$ cat config.mk
export PLATFORM = sky130hd
export DESIGN_NAME = rx_status_fifo
export DESIGN_NICKNAME = d
export VERILOG_FILES = /design/src/rtl/rx_status_fifo_pkg.sv /design/src/rtl/rx_status_fifo_ctrl.sv /design/src/rtl/rx_status_fifo_dp.sv /design/src/rtl/rx_status_fifo.sv
export SDC_FILE = /design/constraint.sdc
export NUM_CORES = 1
export LEC_CHECK = 0
export ABC_AREA = 1
export CORE_ASPECT_RATIO = 0.7
export CORE_MARGIN = 2
export CORE_UTILIZATION = 60
export CTS_CLUSTER_DIAMETER = 200
export DETAILED_ROUTE_END_ITERATION = 6
export GPL_ROUTABILITY_DRIVEN = 0
export GPL_TIMING_DRIVEN = 0
export MAX_ROUTING_LAYER = met4
export PLACE_DENSITY = 0.78
export SYNTH_ARGS = -nofsm -noshare
export SYNTH_HDL_FRONTEND = slang
export SYNTH_SLANG_ARGS = --single-unit
export TNS_END_PERCENT = 1
$ cat constraint.sdc
create_clock -name clk -period 2.65 [get_ports clk]
set_clock_uncertainty 0.2 [all_clocks]
set_input_delay 0.265 -clock clk [delete_from_list [all_inputs] [get_ports clk]]
set_output_delay 0.265 -clock clk [all_outputs]
set_load 0.01 [all_outputs]
$ cat src/rtl/rx_status_fifo_pkg.sv
package rx_status_fifo_pkg;
  localparam int CHAR_W = 8;
  localparam int RD_W   = 16;
  localparam int STS_W  = 8;

  typedef struct packed {
    logic              brk;
    logic              par;
    logic              frm;
    logic [CHAR_W-1:0] data;
  } rxEntry_t;

  typedef struct packed {
    logic push;
    logic pop;
    logic ovr;
    logic clr;
  } fifoCtl_t;
endpackage

$ cat src/rtl/rx_status_fifo_ctrl.sv
module rx_status_fifo_ctrl
  import rx_status_fifo_pkg::*;
#(
  parameter int DEPTH = 16,
  localparam int PTR_W = (DEPTH > 1) ? $clog2(DEPTH) : 1,
  localparam int CNT_W = $clog2(DEPTH + 1)
) (
  input  logic             clk,
  input  logic             rstN,
  input  logic             fifoEn,
  input  logic             wrValid,
  input  logic             rdStrobe,
  input  logic             clrStrobe,
  output fifoCtl_t         ctl,
  output logic [PTR_W-1:0] wrPtr,
  output logic [PTR_W-1:0] rdPtr,
  output logic             isEmpty,
  output logic             isFull
);
  logic [CNT_W-1:0] count;
  logic [CNT_W-1:0] capacity;

  function automatic logic [PTR_W-1:0] advance(input logic [PTR_W-1:0] p);
    return (p == PTR_W'(DEPTH - 1)) ? '0 : p + 1'b1;
  endfunction

  always_comb begin
    capacity = fifoEn ? CNT_W'(DEPTH) : CNT_W'(1);
    isEmpty  = (count == '0);
    isFull   = (count >= capacity);
    ctl.pop  = rdStrobe & ~isEmpty;
    ctl.push = wrValid & (~isFull | ctl.pop);
    ctl.ovr  = wrValid & ~ctl.push;
    ctl.clr  = clrStrobe;
  end

  always_ff @(posedge clk) begin
    if (!rstN) begin
      count <= '0;
      wrPtr <= '0;
      rdPtr <= '0;
    end else begin
      if (ctl.push) wrPtr <= advance(wrPtr);
      if (ctl.pop)  rdPtr <= advance(rdPtr);
      case ({ctl.push, ctl.pop})
        2'b10:   count <= count + 1'b1;
        2'b01:   count <= count - 1'b1;
        default: count <= count;
      endcase
    end
  end
endmodule

$ cat src/rtl/rx_status_fifo_dp.sv
module rx_status_fifo_dp
  import rx_status_fifo_pkg::*;
#(
  parameter int DEPTH = 16,
  localparam int PTR_W = (DEPTH > 1) ? $clog2(DEPTH) : 1
) (
  input  logic             clk,
  input  logic             rstN,
  input  fifoCtl_t         ctl,
  input  logic [PTR_W-1:0] wrPtr,
  input  logic [PTR_W-1:0] rdPtr,
  input  logic             isEmpty,
  input  rxEntry_t         wrEntry,
  output logic [RD_W-1:0]  rdWord,
  output logic [STS_W-1:0] stsWord
);
  rxEntry_t   store [DEPTH];
  rxEntry_t   lastRead;
  rxEntry_t   head;
  logic       ovrFlag;
  logic [3:0] stsBits;
  logic [3:0] stsNext;

  for (genvar i = 0; i < DEPTH; i++) begin : g_slot
    always_ff @(posedge clk) begin
      if (ctl.push && wrPtr == PTR_W'(i)) store[i] <= wrEntry;
    end
  end

  always_comb begin
    head    = isEmpty ? lastRead : store[rdPtr];
    rdWord  = RD_W'({ovrFlag, head});
    stsWord = STS_W'(stsBits);
    stsNext = ctl.clr ? 4'b0 : stsBits;
    if (ctl.ovr) stsNext[3] = 1'b1;
    if (ctl.pop) stsNext[2:0] = stsNext[2:0] | {head.brk, head.par, head.frm};
  end

  always_ff @(posedge clk) begin
    if (!rstN) begin
      lastRead <= '0;
      ovrFlag  <= 1'b0;
      stsBits  <= '0;
    end else begin
      stsBits <= stsNext;
      if (ctl.pop) lastRead <= head;
      if (ctl.ovr)      ovrFlag <= 1'b1;
      else if (ctl.pop) ovrFlag <= 1'b0;
    end
  end
endmodule

$ cat src/rtl/rx_status_fifo.sv
module rx_status_fifo
  import rx_status_fifo_pkg::*;
#(
  parameter int DEPTH = 16,
  localparam int PTR_W = (DEPTH > 1) ? $clog2(DEPTH) : 1
) (
  input  logic              clk,
  input  logic              rstN,
  input  logic              fifoEn,
  input  logic              wrValid,
  input  logic [CHAR_W-1:0] wrData,
  input  logic              wrBrk,
  input  logic              wrPar,
  input  logic              wrFrm,
  input  logic              rdStrobe,
  input  logic              clrStrobe,
  output logic [RD_W-1:0]   rdWord,
  output logic [STS_W-1:0]  stsWord,
  output logic              rxEmpty,
  output logic              rxFull
);
  fifoCtl_t         ctl;
  logic [PTR_W-1:0] wrPtr;
  logic [PTR_W-1:0] rdPtr;
  rxEntry_t         wrEntry;

  assign wrEntry = '{brk: wrBrk, par: wrPar, frm: wrFrm, data: wrData};

  rx_status_fifo_ctrl #(.DEPTH(DEPTH)) u_ctrl (
    .clk(clk), .rstN(rstN), .fifoEn(fifoEn), .wrValid(wrValid),
    .rdStrobe(rdStrobe), .clrStrobe(clrStrobe), .ctl(ctl),
    .wrPtr(wrPtr), .rdPtr(rdPtr), .isEmpty(rxEmpty), .isFull(rxFull)
  );

  rx_status_fifo_dp #(.DEPTH(DEPTH)) u_dp (
    .clk(clk), .rstN(rstN), .ctl(ctl), .wrPtr(wrPtr), .rdPtr(rdPtr),
    .isEmpty(rxEmpty), .wrEntry(wrEntry), .rdWord(rdWord), .stsWord(stsWord)
  );
endmodule

==> impl_metrics.yaml, run 1 <==
route:
  drc: 0
  routedWlPerCell_um: 21.0
  post_drt_via_cell_ratio: 5.97
  wl_um: 22900
  vias: 6504
  initialDrtViolationCount: 865
  drtAntennaViolNets: 0
  first_pass_iters: 5
timing:
  setup_viol: 6
  hold_viol_final: 0
  fin_crit_ns: 2.86
  max_slew.worst_pin.slew_ns: 0.851
  max_slew_margin_pct: 43.1
  rsz0062_at_grt: "yes"
  setup_ws_ns: -0.214
  drv_slew: 0
  fmax_ghz: 0.349
  timing.final.crit_share_pct: 108
synthesis:
  yosysMostFrequentCell: "edfxtp_1"
  yosys.area.top_type: "edfxtp_1"
  synthDominantCellAreaShare_pct: 60.0
  seq_area_frac_synth_pct: 67.5
  synth_fa_ha_area_share_pct: 1.65
  synth-simple-area-share_pct: 17.5
  synth_xor_area_share_pct: 0.497
  synth_edf_count: 176
  synth_area_mm2: 0.00880
  synth_ff_type: "edfxtp_1"
  ys_ff_latch: 209
  synth_area_per_cell_um2: 10.8
  ys_types: 31
  synthMuxAreaShare_pct: 0
  synth_compound_area_share_pct: 7.03
  synth_top_family_by_area: "simple AND/OR/NAND/NOR gates"
  ys_top_cells_by_count: "176 x edfxtp_1, 143 x nor2_1, 132 x nand2_1"
  yosysWarnings: 0
  synthArstFlopShare_pct: 0
  syn_inst: 815
  synthTopCellsByArea: "edfxtp_1 60%, dfxtp_1 7.5%, nor2_1 6.1%"
cts:
  cts.sinks: 209
  cts_tree: "yes"
  cts_root_buf: "clkbuf_16"
  clock_path_buffers: 3
  cts_max_level: 1
  clkLatencyLatePin_ns: 0.49
  clkSlewWorstSetupHoldPaths_ns: 0.06
  cts_inserted_buffers: 20
  ctsHoldBuffers: 0
power:
  pwr-share-clk_pct: 23.8
  switching_share_pct: 37.4
  combinationalPowerShare_pct: 39.3
  seqPwrFrac_pct: 36.9
  ir_drop_v: 0.000550
  p_total_mw: 10.9
  p_int_mw: 6.83
  switching_power_mw: 4.08
  p_leak_nw: 3.82
  p_per_area_mw_per_mm2: 1050
global_route:
  grtUsageTotal_pct: 30.3
  grt_first_pass_wirelength_um: 34600
  grt_pass1_vias: 6302
  antenna_found_initial: 0
  grt_max_degree: 17
  grt-ovfl-total: 0
layout:
  nFillCells: 910
  n_antenna_cell: 0
  final_cells: 1089
  drive_gt1_share_pct: 14.2
  num-nets-final: 916
  area_growth_pct: 18.1
floorplan:
  rows: 36
  dieHeight_um: 105
  die_w_um: 149
  io_pins: 43
  start_util_pct: 62.3
  die_area_mm2: 0.0157
  coreArea_mm2: 0.0141
placement:
  pre_cts_slack_ns: -0.693
  dp_cells: 1046
  hpwl_um: 14800
  io_buffers: 34
critical_path:
  slowest_stage: "dfxtp_1"
  worst-path-max-fanout: 10
  cp_cell_sequence: "buf_6, inv_4, buf_6, nor2_1, nor2_1, o21ai_1, nand3_1, nand3_1, nand2_1, nand2_1, nand2_1, dlygate4sd2_1"
  crit_buf_inv: 4
  cpPeakStageDelay_ns: 0.31
  cp-end-kind: "primary output"
  cp-start-kind: "flip-flop"
  crit_family: "simple AND/OR/NAND/NOR gates"
  crit_required_ns: 2.18
  worst_path_most_repeated_cell: "nand2_1"
  arrival_ns: 2.40
  path_class: "reg2out"
status:
  status: "finished, violations left"
  violations: "negative setup slack"
worst_hold_path:
  hold_class: "reg2reg"
run:
  max-cap-violations: 0
## stage by stage
stage          TNS [ns]  cell area (um2)  hold slack [ns]  utilization [%]
2_1_floorplan         0             8830            0.164                -
3_3_place_gp     -90.67             9410            0.254             66.5
3_5_place_dp    -101.71             9410            0.259             66.5
4_1_cts           -7.08            10200            0.267             72.1
5_1_grt           -9.01            10400            0.302             73.5
6_report         -0.404            10400            0.269             73.5
## power groups by stage
stage	clock network (mW)	logic [mW]	registers (mW)
global route	2.74	4.66	4.05
global placement	0	3.89	4.07
floorplan	0	2.53	4.06
CTS	2.60	4.12	4.02
detailed placement	0	4.04	4.09
finish	2.60	4.29	4.02
## worst paths after layout
path / from / to / cells past startpoint / slack [ns]
max: flip-flop / rdWord[3] / 12 / -0.21
min: u_dp.lastRead[9] / u_dp.lastRead[9] / 2 / 0.27
max reg2reg: u_ctrl.count[0] / u_dp.store[8][8] / 11 / 0.04
min reg2reg: u_dp.lastRead[9] / u_dp.lastRead[9] / 2 / 0.27
## metal layers
metal | GRT usage [%] | up-vias | routed length, um
met5 | - | - | 0
met4 | 8.57 | 0 | 672
met3 | 7.84 | 63 | 2650
met2 | 45.8 | 364 | 10400
met1 | 41.4 | 3140 | 9100
li1 | - | 2937 | -
## cell usage in the layout, fill, tap and decap left out, types with 12 or more instances in the layout
master / Yosys / layout
a21oi_1: 21 / 21
buf_4: 15 / 22
clkbuf_16: 0 / 21
clkdlybuf4s50_1: 0 / 22
dfxtp_1: 33 / 32
edfxtp_1: 176 / 176
inv_1: 48 / 48
nand2_1: 132 / 128
nand3_1: 91 / 82
nor2_1: 143 / 128
nor2_4: 0 / 15
o211ai_1: 17 / 17
o21ai_0: 62 / 58
o21ai_1: 8 / 12
## cell families after synthesis
| family | after synthesis |
|---|---|
| simple gates | 374 |
| flops | 209 |
| compound gates | 113 |
| buf+inv | 102 |
| fa+ha+maj | 11 |
| xor+xnor | 5 |
| other cells | 1 |
## state kept, by name (all words and copies together) (netlist names), named ones only
| signal | flops |
|---|---|
| u_dp.ovrFlag | 1 |
| u_ctrl.count | 5 |
| u_dp.store | 176 |
| u_dp.lastRead | 11 |
| u_dp.stsBits | 4 |
| u_ctrl.wrPtr | 4 |
| u_ctrl.rdPtr | 4 |
## worst min-delay path, stage by stage (launching register included)
cell and delay, ns:
dfxtp_1 0.31, nand2_1 0.06, a21oi_1 0.05
## repair_timing
item	CTS	global route
endpoints found under the setup margin	176	177
hold endpoints to repair	0	0
cloned	0	0
pin swaps	7	17
resized for setup	82	53
buffers inserted	2	8
## layout make-up
class                      count  area [um2]  share of cell area, %
buffer                        50         408                   3.92
clock buffer                  24         537                   5.16
clock inverter                 9        43.8                  0.421
inverter                      52         200                   1.93
multi-input combinational    511        2590                   24.9
sequential                   209        5950                   57.2
tap                          190         238                   2.29
timing repair buffer          44         435                   4.19
(Power assumes the default switching activity.)
==> run 2, diff against run 1 <==
Settings changed: GPL_TIMING_DRIVEN 0 to not set.
==> run 2 against run 1 <==
- the run still ends with negative setup slack left
- non-clock buffer count fell by 5
- cell count fell by 0.18%
- flip-flop and latch count unchanged
- largest power group unchanged
- highest routed layer unchanged
==> impl_metrics.yaml, run 2 (synthesized netlist as in run 1, its figures left out) <==
floorplan:
  io_pins: 43
  rows: 36
  coreArea_mm2: 0.0141
  start_util_pct: 62.3
  die_w_um: 149
  dieHeight_um: 105
  die_area_mm2: 0.0157
cts:
  clkLatencyLatePin_ns: 0.50
  clock_path_buffers: 3
  cts.sinks: 209
  cts_tree: "yes"
  cts_max_level: 1
  cts_root_buf: "clkbuf_16"
  cts_inserted_buffers: 20
  clkSlewWorstSetupHoldPaths_ns: 0.06
critical_path:
  arrival_ns: 2.21
  worst-path-max-fanout: 12
  slowest_stage: "dfxtp_4"
  cpPeakStageDelay_ns: 0.44
  crit_required_ns: 2.18
  cp-start-kind: "flip-flop"
  crit_buf_inv: 3
  path_class: "reg2out"
  cp-end-kind: "primary output"
  cp_cell_sequence: "buf_12, buf_4, nor2_1, nor2_1, o21ai_1, nand3_2, nand3_2, nand2_1, nand2_1, o21ai_1, buf_2"
  crit_family: "simple AND/OR/NAND/NOR gates"
timing:
  setup_viol: 1
  drv_slew: 0
  max_slew.worst_pin.slew_ns: 0.913
  setup_ws_ns: -0.0264
  hold_viol_final: 0
  fmax_ghz: 0.374
  fin_crit_ns: 2.68
  max_slew_margin_pct: 39.0
  timing.final.crit_share_pct: 101
  rsz0062_at_grt: "yes"
global_route:
  grtUsageTotal_pct: 31.2
  grt_pass1_vias: 6178
  antenna_found_initial: 0
  grt-ovfl-total: 0
  grt_max_degree: 34
  grt_first_pass_wirelength_um: 35400
layout:
  num-nets-final: 911
  mostFrequentLayoutCells: "176 x edfxtp_1, 143 x nor2_1, 129 x nand2_1"
  reg_top3: "u_dp.store: 176 flops, u_dp.lastRead: 11 flops, u_ctrl.count: 5 flops"
  nFillCells: 909
  area_growth_pct: 18.5
  mostFrequentLayoutCell: "edfxtp_1"
  largest_reg_flops: 176
  fin_area_mm2: 0.0104
  top_register: "u_dp.store"
  drive_gt1_share_pct: 13.6
  n_antenna_cell: 0
route:
  route.met3.wl_um: 2760
  routedWlPerCell_um: 21.5
  first_pass_iters: 5
  wl_met1_um: 9460
  drtAntennaViolNets: 0
  initialDrtViolationCount: 786
  highest_layer: "met4"
  post_drt_via_cell_ratio: 6.05
  wl_um: 23400
  met2_length_um: 10200
  vias: 6574
  drc: 0
run:
  max-cap-violations: 0
power:
  p_per_area_mw_per_mm2: 1080
  ir_drop_v: 0.000706
  p_leak_nw: 3.90
worst_hold_path:
  hold_class: "reg2reg"
placement:
  place_area_mm2: 0.00961
  io_buffers: 34
  hpwl_um: 14100
  pre_cts_slack_ns: 0.0175
status:
  status: "finished, violations left"
  violations: "negative setup slack"
## run 2: cell count changes in the layout (fill, tap and decap cells not counted), moves of 4 or more
cell / before / now
clkbuf_2: 11 / 0
buf_4: 22 / 33
nor2_4: 15 / 0
buf_6: 11 / 3
o21ai_1: 12 / 20
nor2_1: 128 / 143
nand3_2: 5 / 11
o21ai_0: 58 / 48
buf_12: 7 / 14
nand3_4: 5 / 1
## run 2: through the flow
stage	total power, mW	TNS (ns)	std cells	utilization [%]	hold slack, ns
global route	11.7	-0.406	1087	73.8	0.294
floorplan	6.59	0	822	-	0.164
finish	11.2	-0.0264	1087	73.8	0.273
detailed placement	8.24	0	1040	67.9	0.261
global placement	8.12	-0.229	1040	67.9	0.252
CTS	11.1	-0.297	1084	73.3	0.269
## run 2: report_power, final
part	leakage, nW	internal (mW)	switching (mW)
Combinational	1.76	1.69	2.80
Clock	0.288	1.45	1.21
Sequential	1.86	3.88	0.186
Total	3.90	7.03	4.20
## run 2: path summary, 6_finish.rpt
kind / from / to / slack [ns] / cells after the start
max reg2reg: u_ctrl.count[0] / u_dp.store[14][1] / 0.31 / 12
min: u_dp.lastRead[8] / u_dp.lastRead[8] / 0.27 / 2
min reg2reg: u_dp.lastRead[8] / u_dp.lastRead[8] / 0.27 / 2
max: flip-flop / rdWord[6] / -0.03 / 11
## run 2: layer usage
layer	vias to the layer above	GRT usage (%)
met1	3120	44.7
met2	456	43.7
met4	0	12.7
li1	2925	-
met5	-	-
met3	73	6.97
## run 2: worst reg2reg max path, stage by stage, from the launching register on
cell and delay, ns:
dfxtp_2 0.35, inv_1 0.10, ha_1 0.28, nor2_1 0.08, nand3_1 0.08, nand2_1 0.09, nand2_1 0.09, nand2_2 0.07
nand2_2 0.08, inv_2 0.10, nand2_1 0.10, nor2_1 0.10, buf_4 0.28
## run 2: what timing repair did
action                                  4_1_cts  5_1_grt
cloned                                        3        1
hold buffers                                  0        0
resized for setup                            62       29
endpoints found under the setup margin       12       12
pin swaps                                     9       16
setup buffers                                 5        2
## run 2: final cells by class
| class | instances | area [um2] | share of cell area (%) |
|---|---|---|---|
| clock buffer | 25 | 541 | 5.18 |
| sequential | 209 | 5950 | 57.0 |
| inverter | 52 | 210 | 2.01 |
| tap | 190 | 238 | 2.28 |
| clock inverter | 11 | 56.3 | 0.540 |
| timing repair buffer | 89 | 978 | 9.38 |
| multi-input combinational | 511 | 2460 | 23.6 |
==> run 3, diff against run 2 <==
Settings changed: HOLD_SLACK_MARGIN set to 0.15.
==> results of run 3 <==
The final DEF is identical to that of run 2; final timing and power are the same.
